<file path="src/rtl/flash_guard_pkg.sv">
package flash_guard_pkg;
  typedef enum logic [1:0] {KS_IDLE, KS_HALF, KS_ARMED} key_st_t;
  localparam int B_START = 0;
  localparam int B_WEN   = 1;
  localparam int B_ERR   = 2;
  localparam int B_CFG   = 3;
endpackage

</file>
<file path="src/rtl/fg_key_seq.sv">
module fg_key_seq
  import flash_guard_pkg::*;
#(
  parameter int ADDR_W = 2,
  parameter int KEY_ADDR = 1,
  parameter logic [7:0] KEY_A = 8'h55,
  parameter logic [7:0] KEY_B = 8'hAA
) (
  input  logic              clk,
  input  logic              rst_i,
  input  logic              busy_i,
  input  logic              bus_wr,
  input  logic [ADDR_W-1:0] bus_addr,
  input  logic [7:0]        bus_wdata,
  output logic              armed_o
);
  key_st_t state_q;
  logic    key_hit;

  assign key_hit = (bus_addr == ADDR_W'(KEY_ADDR));

  // any write that is not the next expected key byte drops back to idle
  always_ff @(posedge clk) begin
    if (rst_i || busy_i) state_q <= KS_IDLE;
    else if (bus_wr) begin
      case (state_q)
        KS_IDLE: state_q <= (key_hit && bus_wdata == KEY_A) ? KS_HALF : KS_IDLE;
        KS_HALF: state_q <= (key_hit && bus_wdata == KEY_B) ? KS_ARMED : KS_IDLE;
        default: state_q <= KS_IDLE;
      endcase
    end
  end

  assign armed_o = (state_q == KS_ARMED);

  // a running write always disarms the checker
  p_rearm_r8: assert property (@(posedge clk) disable iff (rst_i)
    busy_i |=> !armed_o);
endmodule

</file>
<file path="src/rtl/fg_ctrl.sv">
module fg_ctrl (
  input  logic clk,
  input  logic rst_i,
  input  logic ctrl_wr,
  input  logic wd_start,
  input  logic wd_wen,
  input  logic wd_cfg,
  input  logic armed_i,
  input  logic prog_done,
  output logic busy_o,
  output logic wen_o,
  output logic cfg_o
);
  logic start_go;

  assign start_go = ctrl_wr && armed_i && !busy_o && wd_start && wd_wen;

  always_ff @(posedge clk) begin
    if (rst_i) begin
      busy_o <= 1'b0;
      wen_o  <= 1'b0;
      cfg_o  <= 1'b0;
    end else begin
      if (start_go)                 busy_o <= 1'b1;
      else if (busy_o && prog_done) busy_o <= 1'b0;
      if (ctrl_wr) begin
        wen_o <= wd_wen;
        if (!busy_o) cfg_o <= wd_cfg;
      end
    end
  end

  p_start_armed_r2: assert property (@(posedge clk) disable iff (rst_i)
    $rose(busy_o) |-> $past(armed_i));
  p_start_wen_r1: assert property (@(posedge clk) disable iff (rst_i)
    $rose(busy_o) |-> wen_o);
  p_busy_hold_r5: assert property (@(posedge clk) disable iff (rst_i)
    (busy_o && !prog_done) |=> busy_o);
  p_cfg_stable_r9: assert property (@(posedge clk) disable iff (rst_i)
    (busy_o && $past(busy_o)) |-> $stable(cfg_o));
endmodule

</file>
<file path="src/rtl/fg_err.sv">
module fg_err (
  input  logic clk,
  input  logic por_n,
  input  logic sys_rst_n,
  input  logic busy_i,
  input  logic clr_wr,
  output logic err_o
);
  // only power-on clears this flop asynchronously; system reset does not
  always_ff @(posedge clk or negedge por_n) begin
    if (!por_n)                      err_o <= 1'b0;
    else if (!sys_rst_n && busy_i)   err_o <= 1'b1;
    else if (clr_wr && sys_rst_n)    err_o <= 1'b0;
  end

  p_abort_sets_r6: assert property (@(posedge clk) disable iff (!por_n)
    (!sys_rst_n && busy_i) |=> err_o);
  p_err_sticky_r10: assert property (@(posedge clk) disable iff (!por_n)
    (err_o && !(clr_wr && sys_rst_n)) |=> err_o);
endmodule

</file>
<file path="src/rtl/flash_wr_guard.sv">
module flash_wr_guard
  import flash_guard_pkg::*;
#(
  parameter int ADDR_W = 2,
  parameter int CTRL_ADDR = 0,
  parameter int KEY_ADDR = 1,
  parameter logic [7:0] KEY_A = 8'h55,
  parameter logic [7:0] KEY_B = 8'hAA
) (
  input  logic              clk,
  input  logic              rst_n,
  input  logic              por_n,
  input  logic              bus_wr,
  input  logic [ADDR_W-1:0] bus_addr,
  input  logic [7:0]        bus_wdata,
  output logic [7:0]        bus_rdata,
  output logic              stall,
  output logic              prog_req,
  output logic              prog_cfg,
  input  logic              prog_done
);
  logic sys_rst, ctrl_wr, armed, busy, wen, cfg, err;

  assign sys_rst = !rst_n || !por_n;
  assign ctrl_wr = bus_wr && (bus_addr == ADDR_W'(CTRL_ADDR));

  fg_key_seq #(.ADDR_W(ADDR_W), .KEY_ADDR(KEY_ADDR), .KEY_A(KEY_A), .KEY_B(KEY_B)) u_key (
    .clk(clk), .rst_i(sys_rst), .busy_i(busy), .bus_wr(bus_wr),
    .bus_addr(bus_addr), .bus_wdata(bus_wdata), .armed_o(armed));

  fg_ctrl u_ctrl (
    .clk(clk), .rst_i(sys_rst), .ctrl_wr(ctrl_wr),
    .wd_start(bus_wdata[B_START]), .wd_wen(bus_wdata[B_WEN]), .wd_cfg(bus_wdata[B_CFG]),
    .armed_i(armed), .prog_done(prog_done),
    .busy_o(busy), .wen_o(wen), .cfg_o(cfg));

  fg_err u_err (
    .clk(clk), .por_n(por_n), .sys_rst_n(rst_n), .busy_i(busy),
    .clr_wr(ctrl_wr && !bus_wdata[B_ERR]), .err_o(err));

  always_comb begin
    bus_rdata = 8'h00;
    if (bus_addr == ADDR_W'(CTRL_ADDR)) begin
      bus_rdata[B_START] = busy;
      bus_rdata[B_WEN]   = wen;
      bus_rdata[B_ERR]   = err;
      bus_rdata[B_CFG]   = cfg;
    end
  end

  assign stall    = busy;
  assign prog_req = busy;
  assign prog_cfg = cfg;

  p_key_reads_zero_r3: assert property (@(posedge clk) disable iff (sys_rst)
    (bus_addr == ADDR_W'(KEY_ADDR)) |-> (bus_rdata == 8'h00));
  p_stall_until_done_r4: assert property (@(posedge clk) disable iff (sys_rst)
    (stall && !prog_done) |=> stall);
endmodule

</file>
<file path="config.mk">
export PLATFORM = sky130hd
export DESIGN_NAME = flash_wr_guard
export DESIGN_NICKNAME = d
export VERILOG_FILES = /design/src/rtl/flash_guard_pkg.sv /design/src/rtl/fg_key_seq.sv /design/src/rtl/fg_ctrl.sv /design/src/rtl/fg_err.sv /design/src/rtl/flash_wr_guard.sv
export SDC_FILE = /design/constraint.sdc
export NUM_CORES = 1
export LEC_CHECK = 0
export BUFFER_PORTS_ARGS = -buffer_cell sky130_fd_sc_hd__buf_2
export CAP_MARGIN = 20
export CORE_AREA = 4 4 41 43
export CTS_CLUSTER_DIAMETER = 120
export CTS_CLUSTER_SIZE = 10
export DETAILED_ROUTE_END_ITERATION = 6
export DIE_AREA = 0 0 45 47
export GPL_TIMING_DRIVEN = 0
export PLACE_DENSITY = 0.63
export RECOVER_POWER = 50
export SETUP_SLACK_MARGIN = 0.1
export SLEW_MARGIN = 10
export SYNTH_ARGS = -nofsm -noshare
export SYNTH_HDL_FRONTEND = slang
export SYNTH_SLANG_ARGS = --single-unit
</file>
<file path="constraint.sdc">
create_clock -name clk -period 1.26 [get_ports clk]
set_clock_uncertainty 0.2 [all_clocks]
set_input_delay 0.252 -clock clk [delete_from_list [all_inputs] [get_ports clk]]
set_output_delay 0.252 -clock clk [all_outputs]
set_load 0.05 [all_outputs]
</file>
* Yosys cells after proc, flatten, opt, wreduce, memory -nomap -nowiden
Cells that the tools add are included.
** Operators by class
- Add/subtract/negate cells :: 0
- Multiply operators :: 0
- Div/mod/pow operators :: 0
- Order comparisons :: 0
- Equality and inequality tests :: 5
- Shift-type cells :: 0
- Mux-type cells :: 8
- Bitwise logic cells :: 1
- Reduce and logical (&&, ||, !) cells :: 22
** Operators with widths (number)
- logical AND 1 bit :: 11
- == test 8 x 7 -> 1 bit (second input constant) :: 1
- == test 8 bit (second input constant) :: 1
- two-way mux 1 bit :: 5
- == test 2 x 1 -> 1 bit (second input constant) :: 2
- logical NOT 1 bit :: 4
- logical NOT 2 bit :: 2
- two-way mux 4 bit :: 1
- case mux 2 bit (2 select lines) :: 1
- nonzero test 2 bit :: 2
- == test 2 bit (second input constant) :: 1
- logical OR 1 bit :: 2
- two-way mux 2 bit :: 1
- AND reduction 2 bit :: 1
- NOT 1 bit :: 1
** Word-level totals
- Bits in registers :: 6
- Bits in latches :: 0
- RAM bits :: 0
- Memory bits (read-only) :: 0
- Input port bits :: 15
- Output and inout port bits :: 11
- Word-level logic and storage cells :: 41
- Memories :: 0

* Logic depth before layout (Yosys ltp)
Gate-level depths: netlist (run 1).
- Depth after elaboration :: 7
- Gate-level depth with buffers :: 3
- Depth with buffers taken out :: 3

* Cells and area by module
Synthesis (run 1) repeated with hierarchy kept, for this count alone.
** Second synthesis, totals
- Cell total of the unflattened synthesis :: 44
- Area total of the unflattened synthesis :: 416.6 µm²
** By module, submodules not included
- fg_key_seq :: times used 1, cells an instance 16, area an instance 160.2 µm², seq. area each 40.0 µm²
- fg_ctrl :: times used 1, cells an instance 11, area an instance 120.1 µm², seq. area each 60.1 µm²
- flash_wr_guard :: times used 1, cells an instance 13, area an instance 97.6 µm², seq. area each 0.0 µm²
- fg_err :: times used 1, cells an instance 4, area an instance 38.8 µm², seq. area each 25.0 µm²

* Worst setup path after synthesis (run 1)
No wires, ideal clock.
- Path type :: register to output
- Start :: register u_ctrl.busy_o
- End :: output port bus_rdata[0]
- Arrival time :: 1172 ps
- Data required time :: 808 ps
- Path slack :: -364 ps
- Cell stages (with the launch flop) :: 2
- Path buffers :: 0
- Cell sequence :: dfxtp_1 > and2_2
** On the way
- Cells in the longest elaborated chain, start to end :: 1
** RTL lines
- start, declared :: RTL line fg_ctrl.sv:10 : output logic busy_o,
- start signal, assigned :: RTL line fg_ctrl.sv:20 : busy_o <= 1'b0;
- start signal, assigned :: RTL line fg_ctrl.sv:24 : if (start_go) busy_o <= 1'b1;
- start signal, assigned :: RTL line fg_ctrl.sv:25 : else if (busy_o && prog_done) busy_o <= 1'b0;
- two-way mux 4 bit :: RTL line flash_wr_guard.sv:43 : if (bus_addr == ADDR_W'(CTRL_ADDR)) begin
- end, declared :: RTL line flash_wr_guard.sv:16 : output logic [7:0] bus_rdata,
No other way between the ends.

* Worst setup path in the final report (run 1)
- Start :: register u_err.err_o
- End :: output port bus_rdata[2]
** On the way
- Cells in the longest elaborated chain, start to end :: 1
** RTL lines
- start, declared :: RTL line fg_err.sv:7 : output logic err_o
- start signal, assigned :: RTL line fg_err.sv:11 : if (!por_n) err_o <= 1'b0;
- start signal, assigned :: RTL line fg_err.sv:12 : else if (!sys_rst_n && busy_i) err_o <= 1'b1;
- start signal, assigned :: RTL line fg_err.sv:13 : else if (clr_wr && sys_rst_n) err_o <= 1'b0;
- two-way mux 4 bit :: RTL line flash_wr_guard.sv:43
No other way between the ends.

==> results.toml, run 1 <==
[clocking]
worstSkewPairLatency_ns = 0.25
cts_tree = "done"
cts_buffer_depth = 2
cts_buffers = 3
h-tree-depth = 1
clock-sinks = 6
clkSlewWorstSetupHoldPaths_ns = 0.06
cts.root.buffer_cell = "clkbuf_4"

[worst_setup_path]
crit_path_end_kind = "output port"
path_cells = "and2_4 > buf_6"
worst-path-buf-inv = 1
rr_startpoint = "u_key.state_q[0]"
crit_path_top_delay_cell = "dfrtp_1"
cp_top_family = "flip-flops"
max_stage_delay_ns = 0.38
critPathMaxFanout = 2
crit_type = "flip-flop to output port"
worstPathArrival_ns = 0.92
start_kind = "flip-flop"
cp.required_ns = 0.81
critPathLaunch = "u_err.err_o"

[route]
drc = 0
wire_per_inst_um = 12.3
first_iter_violations = 4
post_drt_via_cell_ratio = 4.81
antenna_left = 0
routed_wl_um = 1170
dr.pass1.iters = 4
via_count = 457

[final_layout]
drive_gt1_frac = 0.638
nFillCells = 121
syn_to_final_growth_pct = 88.8
antennaDiodeCount = 0
nNetsFinal = 96
stdcell_count = 95

[synthesis]
ys_ff_latch = 6
synthMuxAreaShare = 0.0498
synth_xor_area_frac = 0
ys_top_cells_by_count = "5 x buf_4, 5 x dfxtp_1, 5 x nor2_1"
synthCells = 45
yosysTopAreaCell = "dfxtp_1"
synth_top_area_share = 0.249
avgSynthCellArea_sq_um = 8.93
ys.flop_type = "dfxtp_1"
async_flop_share = 0.167
synth_fa_ha_area_frac = 0
synthSimpleGateAreaFrac = 0.408
synth_compound_area_frac = 0.0997
synth_edf_count = 0
ys_types = 25
synth_top_family_by_area = "simple AND/OR/NAND/NOR gates"
yosys_warnings = 0
yosys-top-cells-area = "dfxtp_1 25%, buf_4 9.3%, and2_1 6.2%, dfrtp_1 6.2%, mux2i_1 5.0%"
syn_area_sq_um = 402
synth_seq_area_share = 0.312

[status]
violations = "negative setup slack"
status = "finished, violations left"

[timing]
max_freq_ghz = 0.731
rsz0062_at_grt = "yes"
maxSlewViolCount = 0
hold_viol = 0
period_minus_slack_ns = 1.37
setup_tns_ns = -0.459
setup_slack_ns = -0.108
period_share = 1.09
setup_violations = 9

[placed_design]
hpwl_um = 805
place_congestion = 0.810
post-place-ws_ns = -0.272
post-place-cells = 84
io_buffers = 21

[grt]
grt_max_degree = 6
grt_pass1_wl_um = 1800
grt_pass1_vias = 424
overflow = 0
grtUsageTotal = 0.123
antenna_found_initial = 0

[floorplan]
core-area_sq_mm = 0.00130
start_util = 0.309
fp-row-count = 13
die_h_um = 47
fp.dieW_um = 45
io_pins = 26
dieArea_sq_mm = 0.00212

[power_and_ir_drop]
power.leakage_nw = 0.355
pwr_density_cell_mw_per_mm2 = 658
ir_worst_vdd_uv = 586
fin_total_pwr_mw = 0.499

[hold_path]
hold_path_startpoint = "rst_n"
hold_class = "primary input to flip-flop"

[run]
cap_violations = 0
-- worst paths after layout --
| check | endpoint | slack [ns] | cells past startpoint |
|---|---|---|---|
| min in group asynchronous | u_err.err_o | 0.11 | 2 |
| min reg2reg | u_key.state_q[1] | 0.32 | 2 |
| max reg2reg | u_key.state_q[0] | -0.01 | 3 |
| max in group asynchronous | u_err.err_o | 0.65 | 2 |
| min | u_err.err_o | 0.02 | 2 |
| max | bus_rdata[2] | -0.11 | 2 |
-- registers in the layout (all words and copies together) (netlist names) --
name,count
u_ctrl.busy_o,1
u_ctrl.cfg_o,1
u_ctrl.wen_o,1
u_err.err_o,1
u_key.state_q,2
-- logic make-up (layout without fill, tap and decap cells) --
group           after synthesis  after routing
compound gates                5              5
buf+inv                       8             40
flops                         6              6
mux                           2              2
other cells                   1              4
simple gates                 23             23
-- stage by stage --
step	utilization	hold slack, ns	area, sq um
after floorplan	-	-0.244	438
after global placement	0.432	-0.164	562
after detailed placement	0.432	-0.164	562
after CTS	0.552	0.0119	718
after global routing	0.583	0.0151	758
final	0.583	0.0193	758
-- cells in the final DEF (no fill, tap or decap), types with 2 or more instances in the layout --
| cell | Yosys | layout |
|---|---|---|
| buf_2 | 0 | 14 |
| clkbuf_4 | 0 | 3 |
| nand2b_1 | 2 | 2 |
| inv_1 | 3 | 3 |
| dfxtp_2 | 0 | 2 |
| conb_1 | 1 | 4 |
| nand4_1 | 2 | 2 |
| a211oi_2 | 1 | 2 |
| buf_4 | 5 | 7 |
| buf_8 | 0 | 6 |
| and2_4 | 0 | 4 |
| nor2_1 | 5 | 4 |
| buf_6 | 0 | 5 |
| mux2i_1 | 2 | 2 |
| dfxtp_4 | 0 | 3 |
-- report_power, final --
| group | internal, mW | switching, mW |
|---|---|---|
| logic | 0.0489 | 0.0647 |
| registers | 0.185 | 0.000668 |
| clock network | 0.121 | 0.0786 |
-- final cells by class --
cell class              instances  area (sq um)  share of cell area
multi-input cells              34           284               0.375
clock buffers                   4          26.3              0.0347
flip-flops and latches          6           139               0.183
well taps                      15          18.8              0.0248
inverters                       3          11.3              0.0149
repair buffers                 28           238               0.314
plain buffers                   5          41.3              0.0545
-- per-layer routing --
layer | up-vias | GRT usage | routed length [um]
met3 | 2 | 0.0805 | 119
met5 | - | 0 | 0
met1 | 208 | 0.118 | 485
met2 | 21 | 0.212 | 559
met4 | 0 | 0.0468 | 8
li1 | 226 | - | -
-- timing repair --
action / in CTS / in global routing
gates resized for setup: 28 / 5
hold endpoints to repair: 1 / 0
pin swaps: 3 / 5
endpoints found under the setup margin: 11 / 11
hold buffers: 1 / 0
setup buffers: 4 / 2
(Power assumes the default switching activity.)
==> run 2, diff against run 1 <==
PLACE_DENSITY = 0.61   (was 0.63)
==> run 2 against run 1 <==
Compared with the run above: critical path type unchanged; largest cell class unchanged; setup slack worse by 0.0039 ns; fmax is 0.28% lower; largest power group unchanged; final cell count is 2.1% lower; critical endpoint unchanged; first-iteration DRC count is 25% lower; via count is 6.3% lower; the flow still finishes with violations (negative setup slack); die area stayed put.
==> results.toml, run 2 (synthesis gave the netlist of run 1 again) <==
[status]
status = "finished, violations left"
violations = "negative setup slack"

[final_layout]
largest_reg_flops = 2
largest_register = "u_key.state_q"
antennaDiodeCount = 0
nNetsFinal = 94
final_cell_mix = "13 x buf_2, 8 x buf_4, 5 x buf_8"
drive_gt1_frac = 0.603
final_cell_area_sq_um = 709
stdcell_count = 93
syn_to_final_growth_pct = 76.6
final_common_cell = "buf_2"

[worst_setup_path]
crit_path_end_kind = "output port"
worstPathArrival_ns = 0.92
crit_type = "flip-flop to output port"
start_kind = "flip-flop"
cp.required_ns = 0.81
critPathMaxFanout = 2
crit_path_top_delay_cell = "dfrtp_1"
max_stage_delay_ns = 0.38
cp_top_family = "flip-flops"
worst-path-buf-inv = 1
path_cells = "and2_4 > buf_6"

[route]
routed_wl_um = 1190
post_drt_via_cell_ratio = 4.60
via_count = 428
wl_met3_um = 108
wire_per_inst_um = 12.8
met2_length_um = 583
met1_length_um = 498
first_iter_violations = 3
dr.pass1.iters = 4
highest_layer = "met3"
antenna_left = 0
drc = 0

[placed_design]
dpl_cell_area_sq_um = 562
hpwl_um = 850
io_buffers = 21
place_congestion = 0.677
post-place-cells = 84

[hold_path]
hold_class = "primary input to flip-flop"

[clocking]
clock-sinks = 6
cts_buffer_depth = 2
h-tree-depth = 1
cts.root.buffer_cell = "clkbuf_4"
worstSkewPairLatency_ns = 0.25
cts_buffers = 3
cts_tree = "done"
clkSlewWorstSetupHoldPaths_ns = 0.05

[timing]
hold_viol = 0
timing.hold.ws_ns = 0.0315
period_minus_slack_ns = 1.37
rsz0062_at_grt = "yes"
setup_slack_ns = -0.111
max_freq_ghz = 0.729
period_share = 1.09
setup_violations = 9
maxSlewViolCount = 0

[floorplan]
die_h_um = 47
fp.dieW_um = 45
fp-row-count = 13
io_pins = 26
start_util = 0.309
dieArea_sq_mm = 0.00212
core-area_sq_mm = 0.00130

[grt]
grtUsageTotal = 0.121
overflow = 0
grt_max_degree = 6
grt_pass1_wl_um = 1790
grt_pass1_vias = 397
antenna_found_initial = 0

[power_and_ir_drop]
power.leakage_nw = 0.335
ir_worst_vdd_uv = 587
pwr_density_cell_mw_per_mm2 = 698

[run]
cap_violations = 0
==> run 2: layout make-up <==
type,instances,area [sq um]
Multi-Input combinational cell,34,269
Fill cell,135,592
Timing Repair Buffer,26,210
Sequential cell,6,136
Buffer,5,37.5
Tap cell,15,18.8
Clock buffer,4,26.3
Inverter,3,11.3
==> run 2: per-layer routing <==
metal  global-route usage  vias up
li1                     -      218
met1                0.144      190
met2                0.198       20
met3               0.0421        0
met4               0.0526        0
met5                    0        -
==> run 2: timing repair <==
action                                  in CTS  in global routing
pin swaps                                    3                  2
hold buffers                                 1                  0
gates resized for setup                     21                  5
endpoints found under the setup margin      11                 11
hold endpoints to repair                     1                  0
setup buffers                                1                  3
==> run 2: worst paths after layout <==
| kind | cells after the start | end | from | slack (ns) |
|---|---|---|---|---|
| max | 2 | bus_rdata[2] | u_err.err_o | -0.11 |
| min | 2 | u_err.err_o | rst_n | 0.03 |
| max reg2reg | 4 | u_ctrl.cfg_o | u_ctrl.busy_o | -0.03 |
| min reg2reg | 2 | u_ctrl.wen_o | u_ctrl.wen_o | 0.30 |
| max in group asynchronous | 2 | u_err.err_o | por_n | 0.62 |
| min in group asynchronous | 2 | u_err.err_o | por_n | 0.14 |
==> run 2: per-stage QoR <==
step           utilization  total power [mW]  TNS, ns  setup slack, ns
5_1_grt              0.545             0.518   -0.895           -0.131
3_5_place_dp         0.432             0.292    -1.05           -0.253
6_report             0.545             0.495   -0.576           -0.111
4_1_cts              0.514             0.501   -0.512           -0.114
3_3_place_gp         0.432             0.291    -1.04           -0.262
2_1_floorplan            -             0.254        0           0.0159
==> run 2: where the power goes <==
group          internal, mW  leakage [nW]  total (mW)  switching, mW
clock network         0.121        0.0150       0.199         0.0783
logic                0.0449         0.263       0.108         0.0633
registers             0.188        0.0574       0.188       0.000648
==> run 3, diff against run 2 <==
BUFFER_PORTS_ARGS = default   (was -buffer_cell sky130_fd_sc_hd__buf_2)
DONT_BUFFER_PORTS = 1   (was default)
PLACE_DENSITY = 0.43   (was 0.61)
==> run 3 against run 2 <==
Compared with the run above: the flow still finishes with violations (negative setup slack); fmax decreased by 5.4%; critical path depth decreased by 1; die area unchanged; power decreased by 5.3%; non-clock buffer count decreased by 17; register-to-register slack about the same; via count decreased by 13%; final area decreased by 18%; setup slack got worse by 0.078 ns; routed wire length decreased by 12%; critical path type unchanged; highest routed layer is now met4.
==> results.toml, run 3 (synthesis gave the netlist of run 1 again) <==
[route]
wire_per_inst_um = 13.8
first_iter_violations = 1
via_count = 372
drc = 0
post_drt_via_cell_ratio = 4.89
dr.pass1.iters = 2
antenna_left = 0
routed_wl_um = 1050

[placed_design]
place_congestion = 0.772
hpwl_um = 845
dpl_cell_area_sq_um = 457
io_buffers = 0
post-place-ws_ns = -0.0508

[final_layout]
final_cell_mix = "7 x dlygate4sd3_1, 6 x buf_4, 5 x nor2_1, 4 x and2_4, 4 x conb_1"
largest_register = "u_key.state_q"
nFillCells = 143
drive_gt1_frac = 0.410
largest_reg_flops = 2
antennaDiodeCount = 0
multi_input_area_sq_um = 268
final_cell_area_sq_um = 581
syn_to_final_growth_pct = 44.5
final_common_cell = "dlygate4sd3_1"
regArea_sq_um = 136
nNetsFinal = 77

[worst_setup_path]
worstPathArrival_ns = 1.00
cp.required_ns = 0.81
crit_path_top_delay_cell = "dfxtp_4"
worst-path-buf-inv = 0
cp.depth = 1
start_kind = "flip-flop"
cp_top_family = "flip-flops"
crit_path_end_kind = "output port"
path_cells = "and2_4"
max_stage_delay_ns = 0.48
ff2ff_path_depth = 3
crit_type = "flip-flop to output port"
critPathMaxFanout = 6

[timing]
max_freq_ghz = 0.690
period_share = 1.15
timing.hold.ws_ns = 0.00905
setup_violations = 5
period_minus_slack_ns = 1.45
setup_slack_ns = -0.189
setup_tns_ns = -0.528
maxSlewViolCount = 0
hold_viol = 0
rsz0062_at_grt = "yes"

[floorplan]
start_util = 0.309
fp.dieW_um = 45
core-area_sq_mm = 0.00130
fp-row-count = 13
die_h_um = 47
dieArea_sq_mm = 0.00212
io_pins = 26

[power_and_ir_drop]
pwr_density_cell_mw_per_mm2 = 808
cell_internal_pwr_mw = 0.348
p_sw_frac = 0.259
ir_worst_vdd_uv = 575
fin_total_pwr_mw = 0.469
pwr-share-clk = 0.418
power.leakage_nw = 0.248
p_seq_frac = 0.405
power.switching_mw = 0.121
combPwrFrac = 0.178

[hold_path]
min_path_cells = 2
hold_class = "primary input to flip-flop"

[status]
violations = "negative setup slack"
status = "finished, violations left"

[run]
cap_violations = 0

[grt]
grt_pass1_wl_um = 1710
antenna_found_initial = 0
grt_max_degree = 7
overflow = 0
grt_pass1_vias = 384
grtUsageTotal = 0.116

[clocking]
cts_buffers = 3
clkSlewWorstSetupHoldPaths_ns = 0.04
cts_buffer_depth = 2
cts.root.buffer_cell = "clkbuf_4"
h-tree-depth = 1
clock-sinks = 6
cts_tree = "done"
worstSkewPairLatency_ns = 0.24
run 3: changes by cell type in the layout (fill, tap and decap cells not counted), sizes merged:
cell and change:
clkbuf -1, buf -22, dlygate4sd3 +6
run 3: final timing paths:
check | startpoint | endpoint | slack (ns)
hold / removal | bus_wr | u_key.state_q[0] | 0.009
max in group asynchronous | por_n | u_err.err_o | 0.22
setup reg to reg | u_ctrl.busy_o | u_ctrl.busy_o | -0.02
min in group asynchronous | por_n | u_err.err_o | 0.54
hold reg to reg | u_ctrl.wen_o | u_ctrl.wen_o | 0.29
setup / recovery | u_ctrl.busy_o | bus_rdata[0] | -0.19
run 3: final cells by class:
| class | instances | area share |
|---|---|---|
| buffer | 5 | 0.0647 |
| multi-input combinational | 34 | 0.461 |
| sequential | 6 | 0.235 |
| clock buffer | 4 | 0.0453 |
| tap | 15 | 0.0323 |
| inverter | 3 | 0.0194 |
| timing repair buffer | 9 | 0.142 |
run 3: timing repair:
action,CTS,global route
pin swaps,3,1
endpoints found under the setup margin,10,12
buffers inserted,1,1
hold endpoints to repair,5,0
gates resized for setup,5,1
hold buffers,7,0
run 3: metal layers:
layer / part of all wire / vias to the layer above / GRT usage
met5: 0 / - / 0
met4: 0.015 / 0 / 0.0760
met3: 0.18 / 4 / 0.0728
met2: 0.43 / 22 / 0.178
met1: 0.37 / 161 / 0.119
li1: - / 185 / -
run 3: per-stage QoR:
| stage | std cells | utilization |
|---|---|---|
| after floorplan | 48 | - |
| after global placement | 63 | 0.351 |
| after detailed placement | 63 | 0.351 |
| after CTS | 75 | 0.436 |
| after global routing | 76 | 0.446 |
| final | 76 | 0.446 |
run 3: power by group through the flow:
stage / Combinational [mW] / Clock [mW] / Sequential [mW]
2_1_floorplan: 0.0607 / 0 / 0.193
3_3_place_gp: 0.0637 / 0 / 0.193
3_5_place_dp: 0.0639 / 0 / 0.193
4_1_cts: 0.0822 / 0.205 / 0.190
5_1_grt: 0.0897 / 0.213 / 0.190
6_report: 0.0834 / 0.196 / 0.190
